### config.mk
export PLATFORM = sky130hd
export DESIGN_NAME = ctlchar_link_codec
export DESIGN_NICKNAME = d
export VERILOG_FILES = /design/src/rtl/ctlchar_link_pkg.sv /design/src/rtl/ctlchar_link_lfsr.sv /design/src/rtl/ctlchar_link_enc.sv /design/src/rtl/ctlchar_link_dec.sv /design/src/rtl/ctlchar_link_codec.sv
export SDC_FILE = /design/constraint.sdc
export NUM_CORES = 1
export LEC_CHECK = 0
export ABC_AREA = 1
export BUFFER_PORTS_ARGS = -buffer_cell sky130_fd_sc_hd__buf_4
export CORE_ASPECT_RATIO = 1.2
export CORE_MARGIN = 4
export CORE_UTILIZATION = 50
export CTS_BUF_LIST = sky130_fd_sc_hd__clkbuf_8
export DETAILED_ROUTE_END_ITERATION = 6
export HOLD_SLACK_MARGIN = 0.05
export PLACE_DENSITY_LB_ADDON = 0.2
export SYNTH_ARGS = -nofsm -noshare
export SYNTH_HDL_FRONTEND = slang
export SYNTH_SLANG_ARGS = --single-unit
### constraint.sdc
create_clock -name clk -period 1.3 [get_ports clk]
set_input_delay 0.195 -clock clk [delete_from_list [all_inputs] [get_ports clk]]
set_output_delay 0.195 -clock clk [all_outputs]
set_load 0.03 [all_outputs]
### src/rtl/ctlchar_link_pkg.sv
package ctlchar_link_pkg;

   localparam logic [7:0] COMMA_CHAR = 8'hBC;
   localparam logic [2:0] WORD_DELIM = 3'b100;
   localparam logic [2:0] WORD_IDLE  = 3'b111;

   // Eight non-comma control characters used after link-up
   function automatic logic [7:0] ctrl_char(input logic [2:0] idx);
      logic [7:0] c;
      case (idx)
         3'd0:    c = 8'h1C;
         3'd1:    c = 8'h5C;
         3'd2:    c = 8'h7C;
         3'd3:    c = 8'h9C;
         3'd4:    c = 8'hDC;
         3'd5:    c = 8'hF7;
         3'd6:    c = 8'hFB;
         default: c = 8'hFD;
      endcase
      return c;
   endfunction

   // {hit, index} for a received control character
   function automatic logic [3:0] ctrl_index(input logic [7:0] c);
      logic [3:0] r;
      r = 4'b0000;
      for (int i = 0; i < 8; i++) begin
         if (ctrl_char(3'(i)) == c) r = {1'b1, 3'(i)};
      end
      return r;
   endfunction

   function automatic logic ctrl_hit(input logic [7:0] c);
      logic [3:0] r;
      r = ctrl_index(c);
      return r[3];
   endfunction

endpackage

### src/rtl/ctlchar_link_lfsr.sv
module ctlchar_link_lfsr #(
   parameter int unsigned   W    = 16,
   parameter int unsigned   OW   = 8,
   parameter logic [W-1:0]  TAPS = 16'hB400,
   parameter logic [W-1:0]  SEED = 16'hACE1
) (
   input  logic          clk,
   input  logic          rst_n,
   input  logic          reload,
   input  logic          step,
   output logic [OW-1:0] bits
);

   logic [W-1:0] st;

   always_ff @(posedge clk or negedge rst_n) begin
      if (!rst_n)      st <= SEED;
      else if (reload) st <= SEED;
      else if (step)   st <= {st[W-2:0], ^(st & TAPS)};
   end

   assign bits = st[OW-1:0];

endmodule

### src/rtl/ctlchar_link_enc.sv
module ctlchar_link_enc
   import ctlchar_link_pkg::*;
#(
   parameter int unsigned    DW        = 8,
   parameter int unsigned    LW        = 16,
   parameter logic [LW-1:0]  CTRL_TAPS = 16'hB400,
   parameter logic [LW-1:0]  CTRL_SEED = 16'h1D0F,
   parameter logic [LW-1:0]  DATA_TAPS = 16'hB400,
   parameter logic [LW-1:0]  DATA_SEED = 16'hACE1
) (
   input  logic          clk,
   input  logic          rst_n,
   input  logic          link_up,
   input  logic          rt_valid,
   input  logic [DW-1:0] rt_data,
   input  logic          nrt_valid,
   input  logic          nrt_delim,
   input  logic [1:0]    nrt_bits,
   output logic          nrt_accept,
   output logic [7:0]    tx_data,
   output logic          tx_k
);

   logic [2:0]    cmask;
   logic [DW-1:0] dmask;
   logic [2:0]    word;

   ctlchar_link_lfsr #(.W(LW), .OW(3), .TAPS(CTRL_TAPS), .SEED(CTRL_SEED)) u_cscr (
      .clk(clk), .rst_n(rst_n), .reload(!link_up), .step(link_up), .bits(cmask));

   ctlchar_link_lfsr #(.W(LW), .OW(DW), .TAPS(DATA_TAPS), .SEED(DATA_SEED)) u_dscr (
      .clk(clk), .rst_n(rst_n), .reload(!link_up), .step(link_up), .bits(dmask));

   assign nrt_accept = link_up & nrt_valid & ~rt_valid;

   always_comb begin
      if (!nrt_accept)   word = WORD_IDLE;
      else if (nrt_delim) word = WORD_DELIM;
      else               word = {1'b0, nrt_bits};
   end

   always_ff @(posedge clk or negedge rst_n) begin
      if (!rst_n) begin
         tx_data <= COMMA_CHAR;
         tx_k    <= 1'b1;
      end else if (!link_up) begin
         tx_data <= COMMA_CHAR;
         tx_k    <= 1'b1;
      end else if (rt_valid) begin
         tx_data <= rt_data ^ dmask;
         tx_k    <= 1'b0;
      end else begin
         tx_data <= ctrl_char(word ^ cmask);
         tx_k    <= 1'b1;
      end
   end

endmodule

### src/rtl/ctlchar_link_dec.sv
module ctlchar_link_dec
   import ctlchar_link_pkg::*;
#(
   parameter int unsigned    DW        = 8,
   parameter int unsigned    LW        = 16,
   parameter logic [LW-1:0]  CTRL_TAPS = 16'hB400,
   parameter logic [LW-1:0]  CTRL_SEED = 16'h1D0F,
   parameter logic [LW-1:0]  DATA_TAPS = 16'hB400,
   parameter logic [LW-1:0]  DATA_SEED = 16'hACE1
) (
   input  logic          clk,
   input  logic          rst_n,
   input  logic [7:0]    rx_data,
   input  logic          rx_k,
   output logic          rx_rt_valid,
   output logic [DW-1:0] rx_rt_data,
   output logic          rx_nrt_valid,
   output logic          rx_nrt_delim,
   output logic [1:0]    rx_nrt_bits,
   output logic          rx_err
);

   logic          synced;
   logic          is_comma;
   logic          adv;
   logic [2:0]    cmask;
   logic [DW-1:0] dmask;
   logic [3:0]    look;
   logic [2:0]    word;

   assign is_comma = rx_k && (rx_data == COMMA_CHAR);
   assign adv      = synced && !is_comma;
   assign look     = ctrl_index(rx_data);
   assign word     = look[2:0] ^ cmask;

   ctlchar_link_lfsr #(.W(LW), .OW(3), .TAPS(CTRL_TAPS), .SEED(CTRL_SEED)) u_cscr (
      .clk(clk), .rst_n(rst_n), .reload(is_comma), .step(adv), .bits(cmask));

   ctlchar_link_lfsr #(.W(LW), .OW(DW), .TAPS(DATA_TAPS), .SEED(DATA_SEED)) u_dscr (
      .clk(clk), .rst_n(rst_n), .reload(is_comma), .step(adv), .bits(dmask));

   always_ff @(posedge clk or negedge rst_n) begin
      if (!rst_n) begin
         synced       <= 1'b0;
         rx_rt_valid  <= 1'b0;
         rx_rt_data   <= '0;
         rx_nrt_valid <= 1'b0;
         rx_nrt_delim <= 1'b0;
         rx_nrt_bits  <= 2'b00;
         rx_err       <= 1'b0;
      end else begin
         rx_rt_valid  <= 1'b0;
         rx_nrt_valid <= 1'b0;
         rx_nrt_delim <= 1'b0;
         rx_err       <= 1'b0;
         if (is_comma) begin
            synced <= 1'b1;
         end else if (synced) begin
            if (!rx_k) begin
               rx_rt_valid <= 1'b1;
               rx_rt_data  <= rx_data[DW-1:0] ^ dmask;
            end else if (!look[3]) begin
               rx_err <= 1'b1;
            end else if (word == WORD_DELIM) begin
               rx_nrt_valid <= 1'b1;
               rx_nrt_delim <= 1'b1;
            end else if (!word[2]) begin
               rx_nrt_valid <= 1'b1;
               rx_nrt_bits  <= word[1:0];
            end
         end
      end
   end

endmodule

### src/rtl/ctlchar_link_codec.sv
module ctlchar_link_codec #(
   parameter int unsigned    DW        = 8,
   parameter int unsigned    LW        = 16,
   parameter logic [LW-1:0]  CTRL_TAPS = 16'hB400,
   parameter logic [LW-1:0]  CTRL_SEED = 16'h1D0F,
   parameter logic [LW-1:0]  DATA_TAPS = 16'hB400,
   parameter logic [LW-1:0]  DATA_SEED = 16'hACE1
) (
   input  logic          clk,
   input  logic          rst_n,
   input  logic          link_up,
   input  logic          rt_valid,
   input  logic [DW-1:0] rt_data,
   input  logic          nrt_valid,
   input  logic          nrt_delim,
   input  logic [1:0]    nrt_bits,
   output logic          nrt_accept,
   output logic [7:0]    tx_data,
   output logic          tx_k,
   input  logic [7:0]    rx_data,
   input  logic          rx_k,
   output logic          rx_rt_valid,
   output logic [DW-1:0] rx_rt_data,
   output logic          rx_nrt_valid,
   output logic          rx_nrt_delim,
   output logic [1:0]    rx_nrt_bits,
   output logic          rx_err
);

   generate
      if (DW != 8) begin : g_bad_dw
         $error("ctlchar_link_codec: DW must equal the 8-bit character width");
      end
      if (LW < DW || LW < 3) begin : g_bad_lw
         $error("ctlchar_link_codec: LW must cover the data and control masks");
      end
      if (CTRL_SEED == '0 || DATA_SEED == '0) begin : g_bad_seed
         $error("ctlchar_link_codec: LFSR seeds must be non-zero");
      end
   endgenerate

   ctlchar_link_enc #(
      .DW(DW), .LW(LW),
      .CTRL_TAPS(CTRL_TAPS), .CTRL_SEED(CTRL_SEED),
      .DATA_TAPS(DATA_TAPS), .DATA_SEED(DATA_SEED)
   ) u_enc (
      .clk(clk), .rst_n(rst_n), .link_up(link_up),
      .rt_valid(rt_valid), .rt_data(rt_data),
      .nrt_valid(nrt_valid), .nrt_delim(nrt_delim), .nrt_bits(nrt_bits),
      .nrt_accept(nrt_accept), .tx_data(tx_data), .tx_k(tx_k));

   ctlchar_link_dec #(
      .DW(DW), .LW(LW),
      .CTRL_TAPS(CTRL_TAPS), .CTRL_SEED(CTRL_SEED),
      .DATA_TAPS(DATA_TAPS), .DATA_SEED(DATA_SEED)
   ) u_dec (
      .clk(clk), .rst_n(rst_n), .rx_data(rx_data), .rx_k(rx_k),
      .rx_rt_valid(rx_rt_valid), .rx_rt_data(rx_rt_data),
      .rx_nrt_valid(rx_nrt_valid), .rx_nrt_delim(rx_nrt_delim),
      .rx_nrt_bits(rx_nrt_bits), .rx_err(rx_err));

endmodule

==> results of run 1 <==
[through the flow]
step / util [%] / hold WS, ns / instance area (sq um) / TNS [ns] / setup slack (ns)
after floorplan: - / -0.101 / 3890 / 0 / 0.0352
after global placement: 60.9 / 0.0611 / 4510 / -0.0521 / -0.0272
after detailed placement: 60.9 / 0.0622 / 4510 / -0.153 / -0.0625
after CTS: 63.8 / 0.0827 / 4730 / 0 / 0.0157
after global routing: 64.0 / 0.112 / 4740 / -0.0303 / -0.0161
final: 64.0 / 0.0994 / 4740 / 0 / 0.0526
[routing by layer]
layer  vias up  wire (um)  global-route usage [%]
met1      1269       3030                    20.7
met4         0        108                    6.48
met5         -          0                       0
met2        50       3460                    27.5
met3        10        327                    3.46
li1       1370          -                       -
[timing repair]
item	CTS	global route
hold buffers	3	0
pin swaps	0	4
resized for setup	1	5
endpoints found under the setup margin	1	8
cloned	0	0
endpoints found under the hold margin	57	0
[cells in the mapped netlist]
cell / number / area, sq um
nand2_1: 84 / 315
inv_1: 72 / 270
a21oi_2: 2 / 17.5
xor2_1: 3 / 26.3
o21ai_1: 5 / 25.0
nor2_2: 4 / 25.0
clkbuf_1: 6 / 22.5
o211ai_1: 1 / 7.51
nand3_1: 10 / 50.1
nor2_4: 2 / 22.5
nand3_4: 1 / 17.5
nand3b_2: 1 / 11.3
buf_6: 2 / 22.5
nand2_4: 2 / 22.5
a22oi_2: 11 / 138
dfstp_2: 38 / 998
o22ai_1: 14 / 87.6
inv_2: 6 / 22.5
nand3b_1: 1 / 7.51
or2_2: 1 / 6.26
nand2_2: 10 / 62.6
inv_4: 2 / 12.5
xnor2_1: 21 / 184
dfrtp_1: 50 / 1250
nor2_1: 15 / 56.3
o21ai_0: 17 / 85.1
nand3_2: 1 / 10.0
buf_2: 2 / 10.0
a22oi_1: 3 / 22.5
nor2_8: 1 / 20.0
a21oi_4: 1 / 16.3
nand4_1: 1 / 6.26
a21oi_1: 7 / 35.0
[cells by family after synthesis]
| kind of cell | share of synthesized area [%] |
|---|---|
| and+or+nand+nor | 16.3 |
| buffers and inverters | 9.27 |
| DFF | 57.9 |
| xor gates and xnor gates | 5.41 |
| AOI/OAI and AO/OA | 11.2 |
[layout make-up]
class                           instances  area [sq um]  share of cell area, %
Multi-Input combinational cell        219          1300                   27.4
Inverter                               80           305                   6.44
Clock buffer                           10           138                   2.90
Sequential cell                        88          2250                   47.5
Clock inverter                          6          42.5                  0.897
Timing Repair Buffer                   73           593                   12.5
Tap cell                               90           113                   2.38
[critical path: cells and delay by family, from the launching register on]
kind / cells / cell delay, ns
XOR/XNOR: 1 / 0.17
buffers and inverters: 2 / 0.12
flip-flops: 1 / 0.53
AND/OR/NAND/NOR: 4 / 0.37
[power breakdown]
group          internal [mW]  total (mW)  switching, mW
Combinational           1.14        2.46           1.32
Clock                  0.749        1.70          0.950
Sequential              3.67        4.03          0.365
[state kept, by name (all words and copies together) (netlist names)]
name                cells
u_dec.u_cscr.st        16
u_dec.u_dscr.st        16
u_enc.u_cscr.st        16
u_enc.u_dscr.st        16
u_dec.rx_rt_data        8
u_enc.tx_data           8
u_dec.rx_nrt_bits       2
u_dec.rx_err            1
u_dec.rx_nrt_delim      1
u_dec.rx_nrt_valid      1
u_dec.rx_rt_valid       1
u_dec.synced            1
u_enc.tx_k              1
[final timing paths]
check                              startpoint                   to  slack (ns)
setup / recovery           u_enc.u_cscr.st[1]     u_enc.tx_data[1]        0.05
hold / removal                     rt_data[3]     u_enc.tx_data[3]         0.1
setup reg to reg           u_enc.u_cscr.st[1]     u_enc.tx_data[1]        0.05
hold reg to reg            u_enc.u_cscr.st[6]   u_enc.u_cscr.st[7]        0.44
max in group asynchronous               rst_n  u_enc.u_dscr.st[11]        0.41
min in group asynchronous               rst_n  u_dec.u_dscr.st[14]        0.26
==> key figures, run 1 <==
Run status
  – Status: complete, no violations

Power
  – P per Cell Area: 1730 mW/mm^2
  – Total power: around 8.2 mW
  – Leak: about 2.5 nW
  – Worst vdd ir: roughly 960 uV

Floorplanning
  – # IOs: 49
  – Die width: between 80 and 90 um
  – Core outline area: ~0.0074 sq mm
  – FP Rows: 34
  – Die Ht: approximately 100 um
  – Starting Density: about 53%
  – Die Area: 0.00926 sq mm

Global route
  – Initial antenna violation count: 0
  – Gr ovfl total: 0
  – Global router's overall resource usage: between 15 and 20%
  – Largest net degree at the start of global routing: 64
  – Vias in the first global route: between 2000 and 3000
  – First-pass GRT wire length: between 10 and 15 mm

Logic synthesis
  – Synth Warn #: 0
  – Synthesized cell area: 0.00389 sq mm
  – Netlist cell types: 33
  – Post-Syn Nets: between 400 and 500
  – Synth Instances: between 300 and 400
  – Syn avg cell area: approximately 9.8 sq um
  – Synth Register Bits: 88
  – Post-synthesis sequential area ratio: between 50% and 60%

Worst setup path
  – Crit end category: register
  – Crit path cell chain: inv_1 > xor2_2 > nor2_2 > nand2_1 > nand3_1 > nand2_1 > inv_1
  – Worst EP arrival: 1.55 ns
  – R2R depth: 7
  – CP startpoint kind: register
  – CP max stage delay: about 0.53 ns
  – Slowest CP cell: dfstp_2
  – Crit path kind: register to register
  – Worst Path Required: 1.60 ns
  – Worst Path Max Fanout: 3

Placed design
  – Post-Place Cells: 547
  – Dpl hpwl: around 5 mm
  – Port bufs: 48
  – GPL Wtd Cong: just over 0.8

CTS
  – CTS Sinks: between 80 and 90
  – CTS tree: yes
  – Worst-path clk slew: 0.09 ns
  – Htree depth: 3
  – Worst-skew pair later-pin latency: between 0.3 and 0.4 ns
  – Post-CTS repair timing setup buffer count: 0
  – Clock Tree Root: clkbuf_8
  – CTS Buf Count: 9
  – Clock Tree Buf Depth: 2

Drt
  – Final WL: between 6 and 7 mm
  – Post-route ant nets: 0
  – DRC Markers: 0
  – 1st-iter DRT viols: 82
  – Vias: 2699
  – Pre-antenna DRT Iters: 4
  – Avg WL per Cell: ~12 um
  – Vias per inst: 4.77

Layout
  – Layout cells sized above 1: 36.8%
  – Most frequent cells in the layout: nand2_1 (82), inv_1 (71), buf_4 (67)
  – Commonest non-fill, non-tap cell in the layout: nand2_1
  – Filler Cell Count: 611
  – Final #Nets: approximately 500
  – Number of diodes: 0
  – Final Non-Filler Cells: between 500 and 600
  – Synth-to-layout area growth: 22.0%

Run
  – Number of max-cap violations: 0

Timing
  – Slew @ Worst Pin: 0.364 ns
  – Final Hold Vio Count: 0
  – Tcrit/Tclk final: 96.0%
  – Final min period: ~1.2 ns
  – Clock skew: between 0.01 and 0.015 ns
  – Max Slew Vio Count: 0
  – Fmax: between 800 and 900 MHz
  – RSZ-0062 raised after global routing: true
  – Final setup viols: 0
  – Max-slew headroom: 75.7%

Hold path
  – Hold Crit Class: primary input to register
  – WHS Path Cells: 3
Note: power is estimated with default switching activity, not from simulation.
==> inputs of run 2 (changes only) <==
--- a/config.mk
+++ b/config.mk
@@ -7,7 +7,6 @@
 export LEC_CHECK = 0
 export ABC_AREA = 1
 export BUFFER_PORTS_ARGS = -buffer_cell sky130_fd_sc_hd__buf_4
-export CORE_ASPECT_RATIO = 1.2
 export CORE_MARGIN = 4
 export CORE_UTILIZATION = 50
 export CTS_BUF_LIST = sky130_fd_sc_hd__clkbuf_8
==> run 2 against run 1 <==
  * Global-route usage is 0.93 points lower
  * Total power is 0.29% higher
  * The run now ends with setup timing left
  * Utilization is 0.14 points lower
  * Clock power hardly changed
  * Sequential power hardly changed
  * Final cell count is 1.6% higher
  * Combinational power hardly changed
  * Die area hardly changed
  * Maximum frequency is 4.8% lower
  * Largest power group unchanged
  * Wire length is 4.9% lower
  * Worst hold slack worse by 0.0066 ns
  * Non-clock buffer count stayed put
==> key figures, run 2 (synthesis gave the netlist of run 1 again) <==
Run status
  – Status: finished with violations
  – Violated checks: setup timing

Drt
  – Pre-antenna DRT Iters: 4
  – Post-route ant nets: 0
  – Vias per inst: between 4 and 5
  – 1st-iter DRT viols: 110
  – Avg WL per Cell: 11.5 um
  – Final WL: 6.59 mm
  – DRC Markers: 0
  – Vias: approximately 2600

Placed design
  – Port bufs: 48
  – Area after DPL: between 0.004 and 0.005 sq mm
  – GPL Wtd Cong: 0.742
  – Dpl hpwl: between 4 and 5 mm

Layout
  – Most frequent cells in the layout: nand2_1 (81), inv_1 (69), buf_4 (68)
  – Register area: ~0.0022 sq mm
  – Final #Nets: ~500
  – Filler Cell Count: between 600 and 700
  – Area occupied by multi-input gates: about 0.0013 sq mm
  – Layout cells sized above 1: between 30 and 40%
  – Synth-to-layout area growth: 21.8%
  – Commonest non-fill, non-tap cell in the layout: nand2_1
  – Number of diodes: 0
  – Design Area, Final: between 0.004 and 0.005 sq mm

Worst setup path
  – Crit path kind: register to register
  – Worst EP arrival: 1.56 ns
  – R2R setup slack: -0.01 ns
  – Crit end category: register
  – CP startpoint kind: register
  – Worst Path Required: 1.55 ns
  – Worst Path Max Fanout: 3

Timing
  – Max-slew headroom: 75.6%
  – Clock skew: 0.00886 ns
  – Final min period: 1.31 ns
  – Slew @ Worst Pin: about 0.37 ns
  – Setup TNS after final layout: -0.0101 ns
  – Fmax: between 700 and 800 MHz
  – Final Hold Vio Count: 0
  – Final setup viols: 1
  – Hold slack: around 0.093 ns
  – RSZ-0062 raised after global routing: true
  – Worst Setup Slack, final: -0.0101 ns
  – Tcrit/Tclk final: 101%
  – Max Slew Vio Count: 0

Power
  – Combinational Power Share: between 20% and 30%
  – Worst vdd ir: approximately 1100 uV
  – P per Cell Area: roughly 1700 mW/mm^2
  – Clk pwr share: 21.0%
  – Sw frac: between 30% and 40%
  – Seq pwr share: 49.1%
  – Sw Pwr: roughly 2.7 mW
  – Int Pwr: about 5.6 mW
  – Leak: 2.44 nW
  – Total power: roughly 8.2 mW

Floorplanning
  – FP Rows: 31
  – Die Area: around 0.0092 sq mm
  – # IOs: slightly below 50
  – Die width: between 90 and 100 um
  – Starting Density: a little over half
  – Core outline area: around 0.0074 sq mm
  – Die Ht: around 96 um

Hold path
  – Hold Crit Class: primary input to register

Global route
  – Initial antenna violation count: 0
  – Vias in the first global route: 2434
  – Largest net degree at the start of global routing: 45
  – Gr ovfl total: 0
  – First-pass GRT wire length: 11.0 mm
  – Global router's overall resource usage: 15.6%

CTS
  – Clock Tree Buf Depth: 2
  – Clock Tree Root: clkbuf_8
  – CTS Sinks: 88
  – Worst-path clk slew: approximately 0.090 ns
  – Worst-skew pair later-pin latency: around 0.35 ns
  – Htree depth: 3
  – CTS tree: yes
  – CTS Buf Count: 9

Run
  – Number of max-cap violations: 0
==> run 2: cell count changes in the layout (fill, tap and decap cells not counted) <==
cell	change
nand3_1	+1
nand2_2	+1
buf_12	-1
xor2_2	-1
nand3_2	-1
xor2_1	+1
nor2_4	+1
inv_2	+2
inv_1	-2
buf_4	+1
nor2_2	-1
nand2_1	-1
==> run 2: area by class of cell <==
| cell class | instances | share of cell area, % |
|---|---|---|
| clock buffers | 10 | 2.91 |
| clock inverters | 6 | 0.899 |
| inverters | 80 | 6.45 |
| multi-input cells | 219 | 27.4 |
| flip-flops and latches | 88 | 47.5 |
| well taps | 99 | 2.62 |
| repair buffers | 73 | 12.3 |
==> run 2: per-layer routing <==
| layer | part of all wire [%] | global-route usage (%) | vias to the layer above |
|---|---|---|---|
| li1 | - | - | 1368 |
| met5 | 0 | 0 | - |
| met4 | 1.5 | 5.69 | 0 |
| met2 | 47 | 23.9 | 48 |
| met1 | 47 | 21.3 | 1210 |
| met3 | 4.6 | 3.99 | 9 |
==> run 2: per-stage QoR <==
| step | utilization [%] | std cells | setup WS (ns) |
|---|---|---|---|
| finish | 63.9 | 575 | -0.0101 |
| floorplan | - | 397 | 0.0352 |
| CTS | 63.7 | 575 | 0.00712 |
| global placement | 60.8 | 556 | -0.0238 |
| detailed placement | 60.8 | 556 | -0.0792 |
| global route | 63.9 | 575 | -0.0994 |
==> run 2: what timing repair did <==
item,4_1_cts,5_1_grt
hold buffers,3,0
gates resized for setup,0,8
endpoints found under the hold margin,58,0
endpoints found under the setup margin,0,12
buffers inserted,0,0
==> run 2: final timing paths <==
kind | start | end | cells after the start
max | u_enc.u_cscr.st[1] | u_enc.tx_data[6] | 8
min | rt_data[3] | u_enc.tx_data[3] | 3
max reg2reg | u_enc.u_cscr.st[1] | u_enc.tx_data[6] | 8
min reg2reg | u_enc.u_dscr.st[14] | u_enc.u_dscr.st[15] | 2
max in group asynchronous | rst_n | u_enc.tx_data[4] | 3
min in group asynchronous | rst_n | u_dec.u_cscr.st[9] | 2
==> run 2: worst max-delay path: stages, from the launching register on <==
cell and delay (ns):
dfstp_2 0.53, inv_2 0.04, xor2_1 0.16, buf_4 0.16, nor2_4 0.04, nor2_1 0.10, o21ai_1 0.08, nand2_1 0.07
inv_1 0.03
==> run 2: power by group through the flow <==
stage               logic (mW)  registers [mW]  clock network (mW)
global placement          2.40            4.07                   0
global route              2.75            4.11                1.91
CTS                       2.48            4.03                1.78
floorplan                 1.51            4.30                   0
finish                    2.45            4.03                1.72
detailed placement        2.46            4.08                   0
==> inputs of run 3 (changes only) <==
--- a/config.mk
+++ b/config.mk
@@ -15,4 +15,5 @@
 export PLACE_DENSITY_LB_ADDON = 0.2
 export SYNTH_ARGS = -nofsm -noshare
 export SYNTH_HDL_FRONTEND = slang
+export SYNTH_HIERARCHICAL = 1
 export SYNTH_SLANG_ARGS = --single-unit
==> run 3 against run 2 <==
  * Synthesized cell count is 25% higher
  * Clock power increased by 9%
  * Worst hold slack improved by 0.0027 ns
  * Highest routed layer unchanged
  * Critical endpoint is now u_enc/tx_data[6]
  * The run now ends clean
  * Via count up 24%
  * Combinational power down 3%
  * Count of clock-buffer cells in the layout is 1 higher
  * Non-clock buffer count grew 8
  * Maximum frequency rose by 7.9%
  * Global-route usage grew 2.1 points
  * Sequential power barely moved
==> key figures, run 3 <==
Layout
  – Most frequent cells in the layout: inv_1 (93), nand2_1 (91), buf_4 (77)
  – Register area: between 0.002 and 0.0025 sq mm
  – Area occupied by multi-input gates: between 0.0015 and 0.002 sq mm
  – Final #Nets: around 590
  – Layout cells sized above 1: 34.0%
  – Number of diodes: 0
  – Commonest non-fill, non-tap cell in the layout: inv_1
  – Filler Cell Count: 726
  – Design Area, Final: between 0.005 and 0.006 sq mm
  – Synth-to-layout area growth: 19.0%

Floorplanning
  – Die Ht: around 100 um
  – Core outline area: 0.00838 sq mm
  – Starting Density: a little over half
  – # IOs: between 40 and 50
  – FP Rows: 33
  – Die width: approximately 100 um
  – Die Area: 0.0104 sq mm

CTS
  – Worst-skew pair later-pin latency: 0.35 ns
  – Clock Tree Root: clkbuf_8
  – CTS Buf Count: 9
  – Clock Tree Buf Depth: 2
  – Worst-path clk slew: about 0.09 ns
  – CTS Sinks: 88
  – CTS tree: yes
  – Htree depth: 3

Logic synthesis
  – Synthesized cell area: about 0.0044 sq mm
  – Post-synthesis sequential area ratio: 51.1%
  – Top cell type's share of synthesized area: between 20% and 30%
  – Top post-synthesis cells by area: dfrtp_1 (28%), dfstp_2 (23%), inv_1 (8.2%)
  – Syn avg cell area: around 9 sq um
  – Synth Instances: approximately 500
  – Post-Syn Nets: ~520
  – Main synth FF type: dfrtp_1
  – Async S/R FF share, synth: 100%
  – EDFF count, synth: 0
  – Synth Warn #: 6
  – Count leader, synth: inv_1
  – Post-synth top cells: inv_1 (96), nand2_1 (93), dfrtp_1 (50)
  – Netlist cell types: 28
  – Synth Register Bits: 88
  – Area leader, netlist: dfrtp_1

Drt
  – Post-route ant nets: 0
  – 1st-iter DRT viols: 112
  – Final WL: approximately 8.4 mm
  – DRC Markers: 0
  – Avg WL per Cell: approximately 13 um
  – Pre-antenna DRT Iters: 4
  – Vias per inst: roughly 4.9
  – Vias: ~3300

Global route
  – First-pass GRT wire length: 14.7 mm
  – Gr ovfl total: 0
  – Global router's overall resource usage: between 15 and 20%
  – Initial antenna violation count: 0
  – Largest net degree at the start of global routing: 31
  – Vias in the first global route: 3264

Placed design
  – Port bufs: 48
  – Dpl hpwl: about 6.3 mm
  – Area after DPL: 0.00499 sq mm
  – GPL Wtd Cong: around 0.83

Timing
  – Final min period: around 1.2 ns
  – Tcrit/Tclk final: roughly 93%
  – Max Slew Vio Count: 0
  – Final Hold Vio Count: 0
  – RSZ-0062 raised after global routing: false
  – Clock skew: slightly below 0.007 ns
  – Fmax: between 800 and 900 MHz
  – Max-slew headroom: between 70% and 80%
  – Slew @ Worst Pin: about 0.35 ns
  – Final setup viols: 0

Run
  – Number of max-cap violations: 0

Power
  – Total power: 8.29 mW
  – Worst vdd ir: between 700 and 800 uV
  – Leak: 2.77 nW
  – P per Cell Area: between 1500 and 2000 mW/mm^2

Worst setup path
  – Worst EP arrival: around 1.5 ns
  – Crit end category: register
  – Worst Path Max Fanout: 5
  – Crit path kind: register to register
  – Worst Path Required: 1.55 ns
  – CP startpoint kind: register

Hold path
  – Hold Crit Class: primary input to register

Run status
  – Status: complete, no violations
## run 3: cell count changes after synthesis, sizes merged, moves of 5 or more
| cell | previous run | this run |
|---|---|---|
| o21ai | 22 | 17 |
| nand3 | 12 | 27 |
| o22ai | 14 | 30 |
| inv | 80 | 108 |
| a22oi | 14 | 26 |
| clkbuf | 6 | 1 |
| nor2 | 22 | 29 |
| xnor2 | 21 | 14 |
| nand2 | 96 | 115 |
| buf | 4 | 24 |
## run 3: final timing paths
path                                      startpoint                    to  slack (ns)  depth (start not counted)
worst min register to register  u_dec/rx_nrt_bits[1]  u_dec/rx_nrt_bits[1]        0.48                          2
max in group asynchronous                      rst_n    u_enc/u_dscr/st[5]        0.45                          3
worst max register to register    u_enc/u_cscr/st[0]      u_enc/tx_data[6]        0.09                          7
worst min-delay path                      rt_data[2]      u_enc/tx_data[2]         0.1                          3
worst max-delay path              u_enc/u_cscr/st[0]      u_enc/tx_data[6]        0.09                          7
min in group asynchronous                      rst_n    u_enc/u_cscr/st[5]        0.28                          2
## run 3: power by group
group	switching [mW]	internal, mW	total (mW)
sequential	0.406	3.65	4.06
combinational	1.41	0.959	2.37
clock	0.894	0.974	1.87
total	2.71	5.58	8.29
## run 3: cell families (layout without fill, tap and decap cells)
family,Yosys count,after routing,synth area share [%]
AOI/OAI and AO/OA,85,85,12.4
DFF,88,88,51.1
xor gates and xnor gates,16,16,3.18
and+or+nand+nor,174,174,19.9
buffers and inverters,133,205,13.4
## run 3: timing repair
item | 4_1_cts | 5_1_grt
buffers inserted | 0 | 3
resized for setup | 0 | 3
hold buffers | 2 | 0
setup endpoints to repair | 0 | 19
endpoints found under the hold margin | 55 | 0
## run 3: metal layers
| metal | GRT usage, % | up-vias | routed length, um |
|---|---|---|---|
| li1 | - | 1678 | - |
| met1 | 25.5 | 1543 | 4100 |
| met2 | 27.4 | 47 | 3970 |
| met3 | 2.46 | 9 | 240 |
| met4 | 6.46 | 0 | 123 |
| met5 | 0 | - | 0 |
## run 3: critical path, cell delays in order, from the launching register on
cell	delay (ns)
dfstp_2	0.58
inv_1	0.06
nand3_1	0.08
nand2_1	0.07
nand2_1	0.11
nand3_1	0.12
nand3_1	0.08
inv_1	0.04
## run 3: stage by stage
stage | setup WS, ns | std cells | TNS (ns) | hold WS, ns | util, %
after floorplan | -0.208 | 496 | -4.40 | -0.101 | -
final | 0.0854 | 673 | 0 | 0.0956 | 62.5
after detailed placement | -0.214 | 652 | -5.26 | 0.110 | 59.5
after global placement | -0.185 | 652 | -4.18 | 0.105 | 59.5
after global routing | 0.000987 | 673 | 0 | 0.109 | 62.5
after CTS | 0.0671 | 670 | 0 | 0.0881 | 62.1
## run 3: area by class of cell
class	instances	area share, %
multi-input cells	275	30.3
inverters	108	8.17
clock buffers	11	2.89
clock inverters	5	0.932
repair buffers	81	12.2
flip-flops and latches	88	43.0
well taps	105	2.51
